===== config.mk =====
export PLATFORM = sky130hd
export DESIGN_NAME = rstctl_top
export DESIGN_NICKNAME = d
export VERILOG_FILES = /design/src/rtl/rstctl_pkg.sv /design/src/rtl/rstctl_sync.sv /design/src/rtl/rstctl_wdt.sv /design/src/rtl/rstctl_top.sv
export SDC_FILE = /design/constraint.sdc
export NUM_CORES = 1
export LEC_CHECK = 0
export BUFFER_PORTS_ARGS = -buffer_cell sky130_fd_sc_hd__buf_4
export CORE_MARGIN = 5
export CORE_UTILIZATION = 41
export DETAILED_ROUTE_END_ITERATION = 8
export PLACE_DENSITY = 0.73
export RECOVER_POWER = 25
export SETUP_SLACK_MARGIN = 0.1
export SLEW_MARGIN = 10
export SYNTH_ARGS = -nofsm -noshare
export SYNTH_HDL_FRONTEND = slang
export SYNTH_SLANG_ARGS = --single-unit

===== constraint.sdc =====
create_clock -name clk -period 2.1 [get_ports clk]
set_input_delay 0.42 -clock clk [delete_from_list [all_inputs] [get_ports clk]]
set_output_delay 0.42 -clock clk [all_outputs]
set_load 0.01 [all_outputs]

===== src/rtl/rstctl_pkg.sv =====
package rstctl_pkg;

    // Bit positions of the reset cause field in the status word
    localparam int CAUSE_POR = 0;
    localparam int CAUSE_PIN = 1;
    localparam int CAUSE_SW  = 2;
    localparam int CAUSE_WDT = 3;
    localparam int CAUSE_W   = 4;

    // Register selects
    localparam logic ADDR_STATUS = 1'b0;
    localparam logic ADDR_REQ    = 1'b1;

    // Where the boot value comes from when the running reset ends
    typedef enum logic [1:0] {
        SRC_KEEP = 2'd0,
        SRC_PINS = 2'd1,
        SRC_OVR  = 2'd2
    } boot_src_e;

endpackage


===== src/rtl/rstctl_sync.sv =====
module rstctl_sync #(
    parameter int STAGES = 2
) (
    input  logic clk,
    input  logic rst_n,
    input  logic d,
    output logic q
);
    logic [STAGES-1:0] chain_d, chain_q;

    always_comb begin
        chain_d = {chain_q[STAGES-2:0], d};
    end

    always_ff @(posedge clk or negedge rst_n) begin
        if (!rst_n) chain_q <= '1;
        else        chain_q <= chain_d;
    end

    assign q = chain_q[STAGES-1];
endmodule


===== src/rtl/rstctl_wdt.sv =====
module rstctl_wdt #(
    parameter int GRACE = 8
) (
    input  logic clk,
    input  logic por_n,
    input  logic hold,
    input  logic fail,
    input  logic service,
    output logic nmi,
    output logic fire
);
    localparam int GW = $clog2(GRACE + 1);

    typedef struct packed {
        logic          alarm;
        logic [GW-1:0] cnt;
    } wdt_t;

    wdt_t st_d, st_q;

    always_comb begin
        st_d = st_q;
        fire = 1'b0;
        if (hold || service) begin
            st_d.alarm = 1'b0;
            st_d.cnt   = '0;
        end else if (st_q.alarm) begin
            if (st_q.cnt == GW'(1)) begin
                fire       = 1'b1;
                st_d.alarm = 1'b0;
                st_d.cnt   = '0;
            end else begin
                st_d.cnt = st_q.cnt - GW'(1);
            end
        end else if (fail) begin
            st_d.alarm = 1'b1;
            st_d.cnt   = GW'(GRACE);
        end
    end

    always_ff @(posedge clk or negedge por_n) begin
        if (!por_n) st_q <= '{alarm: 1'b0, cnt: '0};
        else        st_q <= st_d;
    end

    assign nmi = st_q.alarm;
endmodule


===== src/rtl/rstctl_top.sv =====
module rstctl_top
    import rstctl_pkg::*;
#(
    parameter int MIN_W       = 16,
    parameter int GRACE       = 8,
    parameter int SYNC_STAGES = 2,
    parameter int BOOT_W      = 4
) (
    input  logic              clk,
    input  logic              por_n,
    input  logic              rst_pin_i,
    output logic              rst_pin_oe,
    input  logic [BOOT_W-1:0] boot_pins,
    output logic [BOOT_W-1:0] boot_cfg,
    output logic              sys_rst_n,
    input  logic              wdt_fail,
    input  logic              wdt_service,
    output logic              wdt_nmi,
    input  logic              reg_wr_en,
    input  logic              reg_addr,
    input  logic [BOOT_W+3:0] reg_wdata,
    output logic [BOOT_W+3:0] reg_rdata
);
    localparam int CW = $clog2(MIN_W + 1);
    localparam int DW = BOOT_W + 4;

    typedef struct packed {
        logic [CW-1:0]          cnt;
        logic [CAUSE_W-1:0]     cause;
        logic [BOOT_W-1:0]      boot;
        boot_src_e              src;
        logic [BOOT_W-1:0]      ovr_val;
        logic                   ovr_en;
        logic [SYNC_STAGES-1:0] blank_hist;
    } core_t;

    core_t core_d, core_q;

    logic pin_s;
    logic in_rst;
    logic wdt_fire;
    logic blank;
    logic pin_req;
    logic sw_req;
    logic stat_wr;

    rstctl_sync #(.STAGES(SYNC_STAGES)) u_pin_sync (
        .clk   (clk),
        .rst_n (por_n),
        .d     (rst_pin_i),
        .q     (pin_s)
    );

    rstctl_wdt #(.GRACE(GRACE)) u_wdt (
        .clk     (clk),
        .por_n   (por_n),
        .hold    (in_rst),
        .fail    (wdt_fail),
        .service (wdt_service),
        .nmi     (wdt_nmi),
        .fire    (wdt_fire)
    );

    assign in_rst = (core_q.cnt != '0);

    always_comb begin
        core_d = core_q;

        // Readback blanking: our own drive reaches pin_s up to SYNC_STAGES later
        blank   = in_rst | (|core_q.blank_hist);
        pin_req = ~pin_s & ~blank;
        sw_req  = reg_wr_en & (reg_addr == ADDR_REQ) & reg_wdata[0];
        stat_wr = reg_wr_en & (reg_addr == ADDR_STATUS);

        core_d.blank_hist = {core_q.blank_hist[SYNC_STAGES-2:0], in_rst};

        if (stat_wr) begin
            core_d.cause = core_q.cause & ~reg_wdata[CAUSE_W-1:0];
        end

        if (sw_req) begin
            core_d.ovr_val = reg_wdata[DW-1:4];
            core_d.ovr_en  = reg_wdata[1];
        end

        if (in_rst) begin
            core_d.cnt = core_q.cnt - CW'(1);
            if (core_q.cnt == CW'(1)) begin
                unique case (core_q.src)
                    SRC_PINS: core_d.boot = boot_pins;
                    SRC_OVR:  core_d.boot = core_q.ovr_val;
                    default:  core_d.boot = core_q.boot;
                endcase
            end
        end

        // Trigger priority: pin over watchdog over software
        if (pin_req) begin
            core_d.cnt              = CW'(MIN_W);
            core_d.cause            = '0;
            core_d.cause[CAUSE_PIN] = 1'b1;
            core_d.src              = SRC_PINS;
        end else if (wdt_fire) begin
            core_d.cnt              = CW'(MIN_W);
            core_d.cause            = '0;
            core_d.cause[CAUSE_WDT] = 1'b1;
            core_d.src              = SRC_KEEP;
        end else if (sw_req) begin
            core_d.cnt             = CW'(MIN_W);
            core_d.cause           = '0;
            core_d.cause[CAUSE_SW] = 1'b1;
            core_d.src             = reg_wdata[1] ? SRC_OVR : SRC_KEEP;
        end
    end

    always_ff @(posedge clk or negedge por_n) begin
        if (!por_n) begin
            core_q <= '{cnt:        CW'(MIN_W),
                        cause:      CAUSE_W'(1) << CAUSE_POR,
                        boot:       '0,
                        src:        SRC_PINS,
                        ovr_val:    '0,
                        ovr_en:     1'b0,
                        blank_hist: '1};
        end else begin
            core_q <= core_d;
        end
    end

    assign sys_rst_n  = ~in_rst;
    assign rst_pin_oe = in_rst;
    assign boot_cfg   = core_q.boot;

    always_comb begin
        if (reg_addr == ADDR_REQ) reg_rdata = {core_q.ovr_val, 2'b00, core_q.ovr_en, 1'b0};
        else                      reg_rdata = {core_q.boot, core_q.cause};
    end
endmodule


* After elaboration in Yosys (flattened, before gate mapping) *
Cells that the tools add are included.

word-level totals
  input port bits = 19
  register bits after elaboration = 29
  output and inout port bits = 15

operators by class
  $add $sub $neg = 2
  equality and inequality tests = 4
  bitwise gates (word level) = 11
  muxes and demuxes = 19
  reductions and logical operators = 9

operator list
  kind                   count
  $mux W9                3
  $mux W5                4
  $mux W2                4
  $mux W4                2
  $mux W8                1
  $pmux W4 S2            1
  $reduce_bool A4 Y1     2
  $reduce_bool A3 Y1     2
  $eq A5 B1 Y1 const B   1
  $reduce_bool A5 Y1     1
  $sub A5 B1 Y5 const B  1
  $and A1 B1 Y1          4
  $and A4 B4 Y4          1
  $eq A4 B1 Y1 const B   1
  $mux W1                4
  $not A1 Y1             4
  $not A4 Y4             1
  $sub A4 B1 Y4 const B  1
  $reduce_and A3 Y1      1
  $eq A2 B1 Y1 const B   1
  $eq A2 B2 Y1 const B   1
  $reduce_bool A2 Y1     1
  $reduce_or A2 Y1       1
  $logic_or A1 B1 Y1     1
  $or A1 B1 Y1           1

* Logic depth before layout (Yosys ltp) *
  depth after elaboration = 6
  gate-level depth with buffers = 7
  depth with buffers taken out = 6

* Hierarchy *
From an unflattened synthesis, not the netlist that was laid out.

unflattened totals
  cells, all modules = 130
  area, all modules = 1502.7 sq um

by module, submodules not included
  module       cells an instance  instances  area an instance (sq um)
  rstctl_top   97                 1          1119.8
  rstctl_wdt   31                 1          330.3
  rstctl_sync  2                  1          52.6

* Least setup slack after synthesis *
OpenSTA, ideal clock, no wires.

  path kind = reg2reg
  start = register core_q[17] (netlist bit)
  end = register core_q[16] (netlist bit)
  cell stages (with the launch flop) = 7
  arrival time = 1.794 ns
  path slack = 0.188 ns
  period minus slack after synthesis = 1.912 ns
  cells stage by stage = dfrtp_1 inv_1 ha_1 or4b_4 buf_6 or4_4 o21a_1

between the ends
  longest elaborated chain between the ends = 5

ends and longest elaborated chain
  item                                                     RTL line                             text
  from (decl)                                              rstctl_top.sv:37                     core_t core_d, core_q;
  from (signal assigned)                                   rstctl_top.sv:118                    core_q <= '{cnt: CW'(MIN_W),
  from (signal assigned)                                   rstctl_top.sv:126                    core_q <= core_d;
  $reduce_bool A5 Y1 (*)                                   rstctl_top.sv:64                     assign in_rst = (core_q.cnt != '0);
  net rst_pin_oe                                           rstctl_top.sv:12                     output logic rst_pin_oe,
  $or A1 B1 Y1 or $logic_or A1 B1 Y1 (tied branches)       rstctl_top.sv:70, rstctl_wdt.sv:24
  $not A1 Y1 or $mux W1 (tied branches)                    rstctl_top.sv:71, rstctl_wdt.sv:24
  $and A1 B1 Y1 or $mux W9 (tied branches)                 rstctl_top.sv:71, rstctl_top.sv:103
  $reduce_bool A4 Y1 (no line) or $mux W9 (tied branches)  n/a

Mark *: on every way through the listed nets, which the timed path passes. The rest lies on a longest branch.
A chain may end at the register's enable or synchronous reset.

* Final worst setup path *
  start = register core_q[18] (netlist bit)
  end = output port sys_rst_n

between the ends
  longest elaborated chain between the ends = 2

ends and longest elaborated chain
  item                RTL line           text
  $reduce_bool A5 Y1  rstctl_top.sv:64
  $not A1 Y1          rstctl_top.sv:130  assign sys_rst_n = ~in_rst;
  to (decl)           rstctl_top.sv:15   output logic sys_rst_n,

Every way passes these cells.

==> run_summary.xml <==
<?xml version="1.0" encoding="UTF-8"?>
<metrics>
  <group name="pwr">
    <metric name="ir_drop" unit="V">0.0006755</metric>
    <metric name="internal_power" unit="uW">1444</metric>
    <metric name="leakagePower" unit="uW">0.0008842</metric>
    <metric name="power.clock.fraction" unit="">0.224</metric>
    <metric name="power.share.sequential" unit="">0.389</metric>
    <metric name="power.share.switching" unit="">0.3040</metric>
    <metric name="powerDensity" unit="nW/um^2">1074</metric>
    <metric name="combinational_cell_fraction_of_total_power" unit="">0.387</metric>
    <metric name="power.net_switching" unit="uW">630.7</metric>
  </group>
  <group name="clock_network">
    <metric name="clk_pin_slew_worst_paths" unit="ps">90</metric>
    <metric name="clock_path_buffers" unit="">2</metric>
    <metric name="clkSinkCount" unit="">29</metric>
    <metric name="number_of_buffers_inserted_during_clock_tree_synthesis" unit="">5</metric>
    <metric name="cts_h_tree_depth" unit="">2</metric>
    <metric name="tritoncts" unit="">built</metric>
    <metric name="cts.root.buffer_cell" unit="">sky130_fd_sc_hd__clkbuf_4</metric>
    <metric name="worstSkewPairLatency" unit="ps">340</metric>
  </group>
  <group name="final_layout">
    <metric name="nFillCells" unit="">295</metric>
    <metric name="final_layout_size_suffix_gt1_frac" unit="">0.4262</metric>
    <metric name="design.final.nets" unit="">206</metric>
    <metric name="fin_area" unit="um^2">1932</metric>
    <metric name="syn_to_final_growth" unit="%">31.97</metric>
    <metric name="antenna_cells" unit="">0</metric>
  </group>
  <group name="grt">
    <metric name="gr-max-usage-layer" unit="">met2</metric>
    <metric name="grt_util_met1" unit="">0.1535</metric>
    <metric name="globalRouteOverflowTotal" unit="">0</metric>
    <metric name="groute.layer.met3.usage" unit="">0.06522</metric>
    <metric name="grt_pass1_wl" unit="mm">5.250</metric>
    <metric name="number_of_antenna_violations_at_the_first_check_in_global_routing" unit="">0</metric>
    <metric name="largest_net_degree_at_the_start_of_global_routing" unit="">30</metric>
    <metric name="first_global_vias" unit="">1150</metric>
    <metric name="global_route.usage.met2" unit="">0.2394</metric>
    <metric name="grtUsageTotal" unit="">0.1390</metric>
  </group>
  <group name="logic_synthesis">
    <metric name="netlist_area" unit="um^2">1464</metric>
    <metric name="syn-num-nets" unit="">160</metric>
    <metric name="postSynthRegisterBits" unit="">29</metric>
    <metric name="netlist_instances" unit="">136</metric>
    <metric name="synth.yosys.seq_area_share" unit="">0.5017</metric>
    <metric name="postSynthAreaPerCell" unit="um^2">10.76</metric>
    <metric name="post_synth_num_cell_types" unit="">38</metric>
    <metric name="yosys_warnings" unit="">0</metric>
  </group>
  <group name="drt">
    <metric name="ant_nets" unit="">0</metric>
    <metric name="first_iter_violations" unit="">26</metric>
    <metric name="drc" unit="">0</metric>
    <metric name="dr_total_vias" unit="">1156</metric>
    <metric name="totalWireLength" unit="mm">3.289</metric>
    <metric name="tritonroute_pass_1_iters" unit="">4</metric>
    <metric name="via_per_inst" unit="">5.048</metric>
    <metric name="wire_per_inst" unit="um">14.36</metric>
  </group>
  <group name="floorplan">
    <metric name="die_area" unit="um^2">4866</metric>
    <metric name="core_region_area" unit="um^2">3390</metric>
    <metric name="dieHeight" unit="um">69.76</metric>
    <metric name="initial_utilization" unit="">0.4319</metric>
    <metric name="num_rows" unit="">21</metric>
    <metric name="boundaryPins" unit="">34</metric>
    <metric name="die_width" unit="um">69.76</metric>
  </group>
  <group name="sta">
    <metric name="worst_slew_pin_slew" unit="ps">814.2</metric>
    <metric name="drv_slew" unit="">0</metric>
    <metric name="final.setup.tns" unit="ps">0</metric>
    <metric name="whs" unit="ps">182.6</metric>
    <metric name="unrepaired_setup_endpoints_after_global_routing" unit="">true</metric>
    <metric name="worst_clock_skew" unit="ps">12.37</metric>
    <metric name="post-route-min-period" unit="ps">2046</metric>
    <metric name="setup_viol" unit="">0</metric>
    <metric name="hold_violations" unit="">0</metric>
    <metric name="fin_crit_sh" unit="">0.9744</metric>
    <metric name="timing.slew.headroom" unit="">0.4556</metric>
    <metric name="f_max" unit="GHz">0.4887</metric>
    <metric name="final.setup.worst_slack" unit="ps">53.86</metric>
  </group>
  <group name="run">
    <metric name="timing.max_cap.violations" unit="">0</metric>
  </group>
  <group name="placement">
    <metric name="placement.setup.worst_slack" unit="ps">115.5</metric>
    <metric name="port_buffers" unit="">33</metric>
    <metric name="gp_congestion" unit="">0.9064</metric>
    <metric name="placedInstanceArea" unit="um^2">1720</metric>
    <metric name="dpl.hpwl" unit="mm">2.318</metric>
  </group>
  <group name="worst_hold_path">
    <metric name="min-delay-path-class" unit="">primary input to flop</metric>
    <metric name="hold_start" unit="">rst_pin_i</metric>
  </group>
  <group name="worst_setup_path">
    <metric name="crit_type" unit="">flop to output pin</metric>
    <metric name="worst_setup_path_end_kind" unit="">output pin</metric>
    <metric name="timing.critical_path.required" unit="ps">1680</metric>
    <metric name="worst-path-max-fanout" unit="">4</metric>
    <metric name="startpoint_of_the_worst_slack_reg_to_reg_timing_path" unit="">core_q[18]$_DFFE_PN0P_</metric>
    <metric name="critical_path.startpoint_type" unit="">flop</metric>
    <metric name="arrival" unit="ps">1630</metric>
    <metric name="critPathLaunch" unit="">core_q[18]$_DFFE_PN0P_</metric>
  </group>
  <group name="status">
    <metric name="result_of_the_run" unit="">complete, no violations</metric>
  </group>
</metrics>
## cell families after synthesis
family / Yosys count / synth area share
flip-flops: 29 / 0.5017
AO/OA/AOI/OAI: 21 / 0.09145
AND/OR/NAND/NOR: 52 / 0.1940
buffers and inverters: 13 / 0.04871
multiplexers: 16 / 0.1214
adder cells (fa/ha/maj): 5 / 0.04274
## worst max-delay path, stage by stage, from the launching register on
cell and delay (ps):
sky130_fd_sc_hd__dfrtp_1 400, sky130_fd_sc_hd__inv_2 80, sky130_fd_sc_hd__ha_4 120, sky130_fd_sc_hd__or4b_4 510, sky130_fd_sc_hd__clkinv_4 80, sky130_fd_sc_hd__buf_6 90
## cell type report
| cell class | instances | area (um^2) | area share |
|---|---|---|---|
| clock buffer | 7 | 55.05 | 0.02850 |
| clock inverter | 1 | 30.03 | 0.01554 |
| inverter | 6 | 27.53 | 0.01425 |
| multi-input combinational | 94 | 670.6 | 0.3472 |
| sequential | 29 | 734.5 | 0.3802 |
| tap | 46 | 57.56 | 0.02979 |
| timing repair buffer | 46 | 356.6 | 0.1846 |
## cells in the mapped netlist
cell / n / area share
sky130_fd_sc_hd__dfrtp_1: 22 / 0.38
sky130_fd_sc_hd__nand2_1: 21 / 0.054
sky130_fd_sc_hd__mux2_2: 14 / 0.11
sky130_fd_sc_hd__a21oi_1: 8 / 0.027
sky130_fd_sc_hd__dfstp_2: 7 / 0.13
sky130_fd_sc_hd__ha_1: 5 / 0.043
sky130_fd_sc_hd__inv_1: 5 / 0.013
sky130_fd_sc_hd__nor2_1: 5 / 0.013
sky130_fd_sc_hd__nor2b_1: 5 / 0.021
sky130_fd_sc_hd__buf_4: 4 / 0.021
sky130_fd_sc_hd__nand3_1: 4 / 0.014
sky130_fd_sc_hd__nand2b_1: 3 / 0.013
sky130_fd_sc_hd__nand3b_1: 3 / 0.015
sky130_fd_sc_hd__a21boi_0: 2 / 0.010
sky130_fd_sc_hd__mux2i_1: 2 / 0.014
sky130_fd_sc_hd__nor3_1: 2 / 0.0068
sky130_fd_sc_hd__nor4b_1: 2 / 0.012
sky130_fd_sc_hd__o22ai_1: 2 / 0.0085
sky130_fd_sc_hd__a211o_1: 1 / 0.0060
sky130_fd_sc_hd__a211oi_1: 1 / 0.0051
sky130_fd_sc_hd__a22oi_1: 1 / 0.0051
sky130_fd_sc_hd__and3_1: 1 / 0.0043
sky130_fd_sc_hd__buf_1: 1 / 0.0026
sky130_fd_sc_hd__buf_6: 1 / 0.0077
sky130_fd_sc_hd__clkbuf_1: 1 / 0.0026
sky130_fd_sc_hd__inv_2: 1 / 0.0026
sky130_fd_sc_hd__nand4b_1: 1 / 0.0060
sky130_fd_sc_hd__nand4bb_1: 1 / 0.0077
sky130_fd_sc_hd__nor3b_1: 1 / 0.0051
sky130_fd_sc_hd__o21a_1: 1 / 0.0051
sky130_fd_sc_hd__o21ai_0: 1 / 0.0034
sky130_fd_sc_hd__o21ai_1: 1 / 0.0034
sky130_fd_sc_hd__o31ai_1: 1 / 0.0051
sky130_fd_sc_hd__o32ai_1: 1 / 0.0060
sky130_fd_sc_hd__o41ai_1: 1 / 0.0060
sky130_fd_sc_hd__or2b_1: 1 / 0.0051
sky130_fd_sc_hd__or4_4: 1 / 0.0077
sky130_fd_sc_hd__or4b_4: 1 / 0.0094
## power by group through the flow
stage | logic (uW) | registers [uW] | clock network (uW)
after floorplan | 422 | 793 | 0
after global placement | 567 | 811 | 0
after detailed placement | 585 | 827 | 0
after CTS | 737 | 803 | 472
after global routing | 872 | 820 | 503
final | 803 | 807 | 466
## placed cells by master, fill, tap and decap left out, types with 4 or more instances in the layout
cell type	synthesis	final
sky130_fd_sc_hd__mux2_2	14	14
sky130_fd_sc_hd__nand3_1	4	4
sky130_fd_sc_hd__a21oi_1	8	8
sky130_fd_sc_hd__dfstp_2	7	6
sky130_fd_sc_hd__clkbuf_4	0	6
sky130_fd_sc_hd__nand2_1	21	21
sky130_fd_sc_hd__dfrtp_1	22	22
sky130_fd_sc_hd__nor2b_1	5	5
sky130_fd_sc_hd__buf_4	4	40
sky130_fd_sc_hd__nor2_1	5	5
sky130_fd_sc_hd__ha_1	5	4
## per-layer routing
layer  routed length, um  vias up
met2                1661       27
met1                1350      557
li1                    -      565
met4                  59        0
met3                 218        7
met5                   0        -
## stage by stage
step                instances  total power (uW)  utilization
global placement          208              1378       0.5076
floorplan                 136              1215            -
detailed placement        208              1412       0.5076
finish                    229              2075       0.5700
CTS                       226              2012       0.5629
global route              229              2194       0.5700
## path summary, 6_finish.rpt
path,endpoint,slack [ps],cells after the start
worst max-delay path,sys_rst_n,50,5
worst min-delay path,u_pin_sync.chain_q[0]$_DFF_PN1_,180,1
worst max register to register,core_q[16]$_DFFE_PN0P_,110,6
worst min register to register,u_pin_sync.chain_q[1]$_DFF_PN1_,370,0
max in group asynchronous,core_q[15]$_DFFE_PN0P_,1000,2
min in group asynchronous,u_wdt.st_q[1]$_DFFE_PN0P_,650,2
## sequential cells by signal (all words and copies together) (netlist names)
signal	cells
u_pin_sync.chain_q	2
boot_cfg	4
u_wdt.nmi	1
u_wdt.st_q	4
core_d	1
core_q	17
## repair_timing
item,CTS,global route
resized for setup,8,2
pin swaps,1,2
gates cloned,0,0
hold buffers,1,0
endpoints found under the hold margin,12,0
buffers inserted,9,4
setup endpoints to repair,2,5
(Power assumes the default switching activity.)
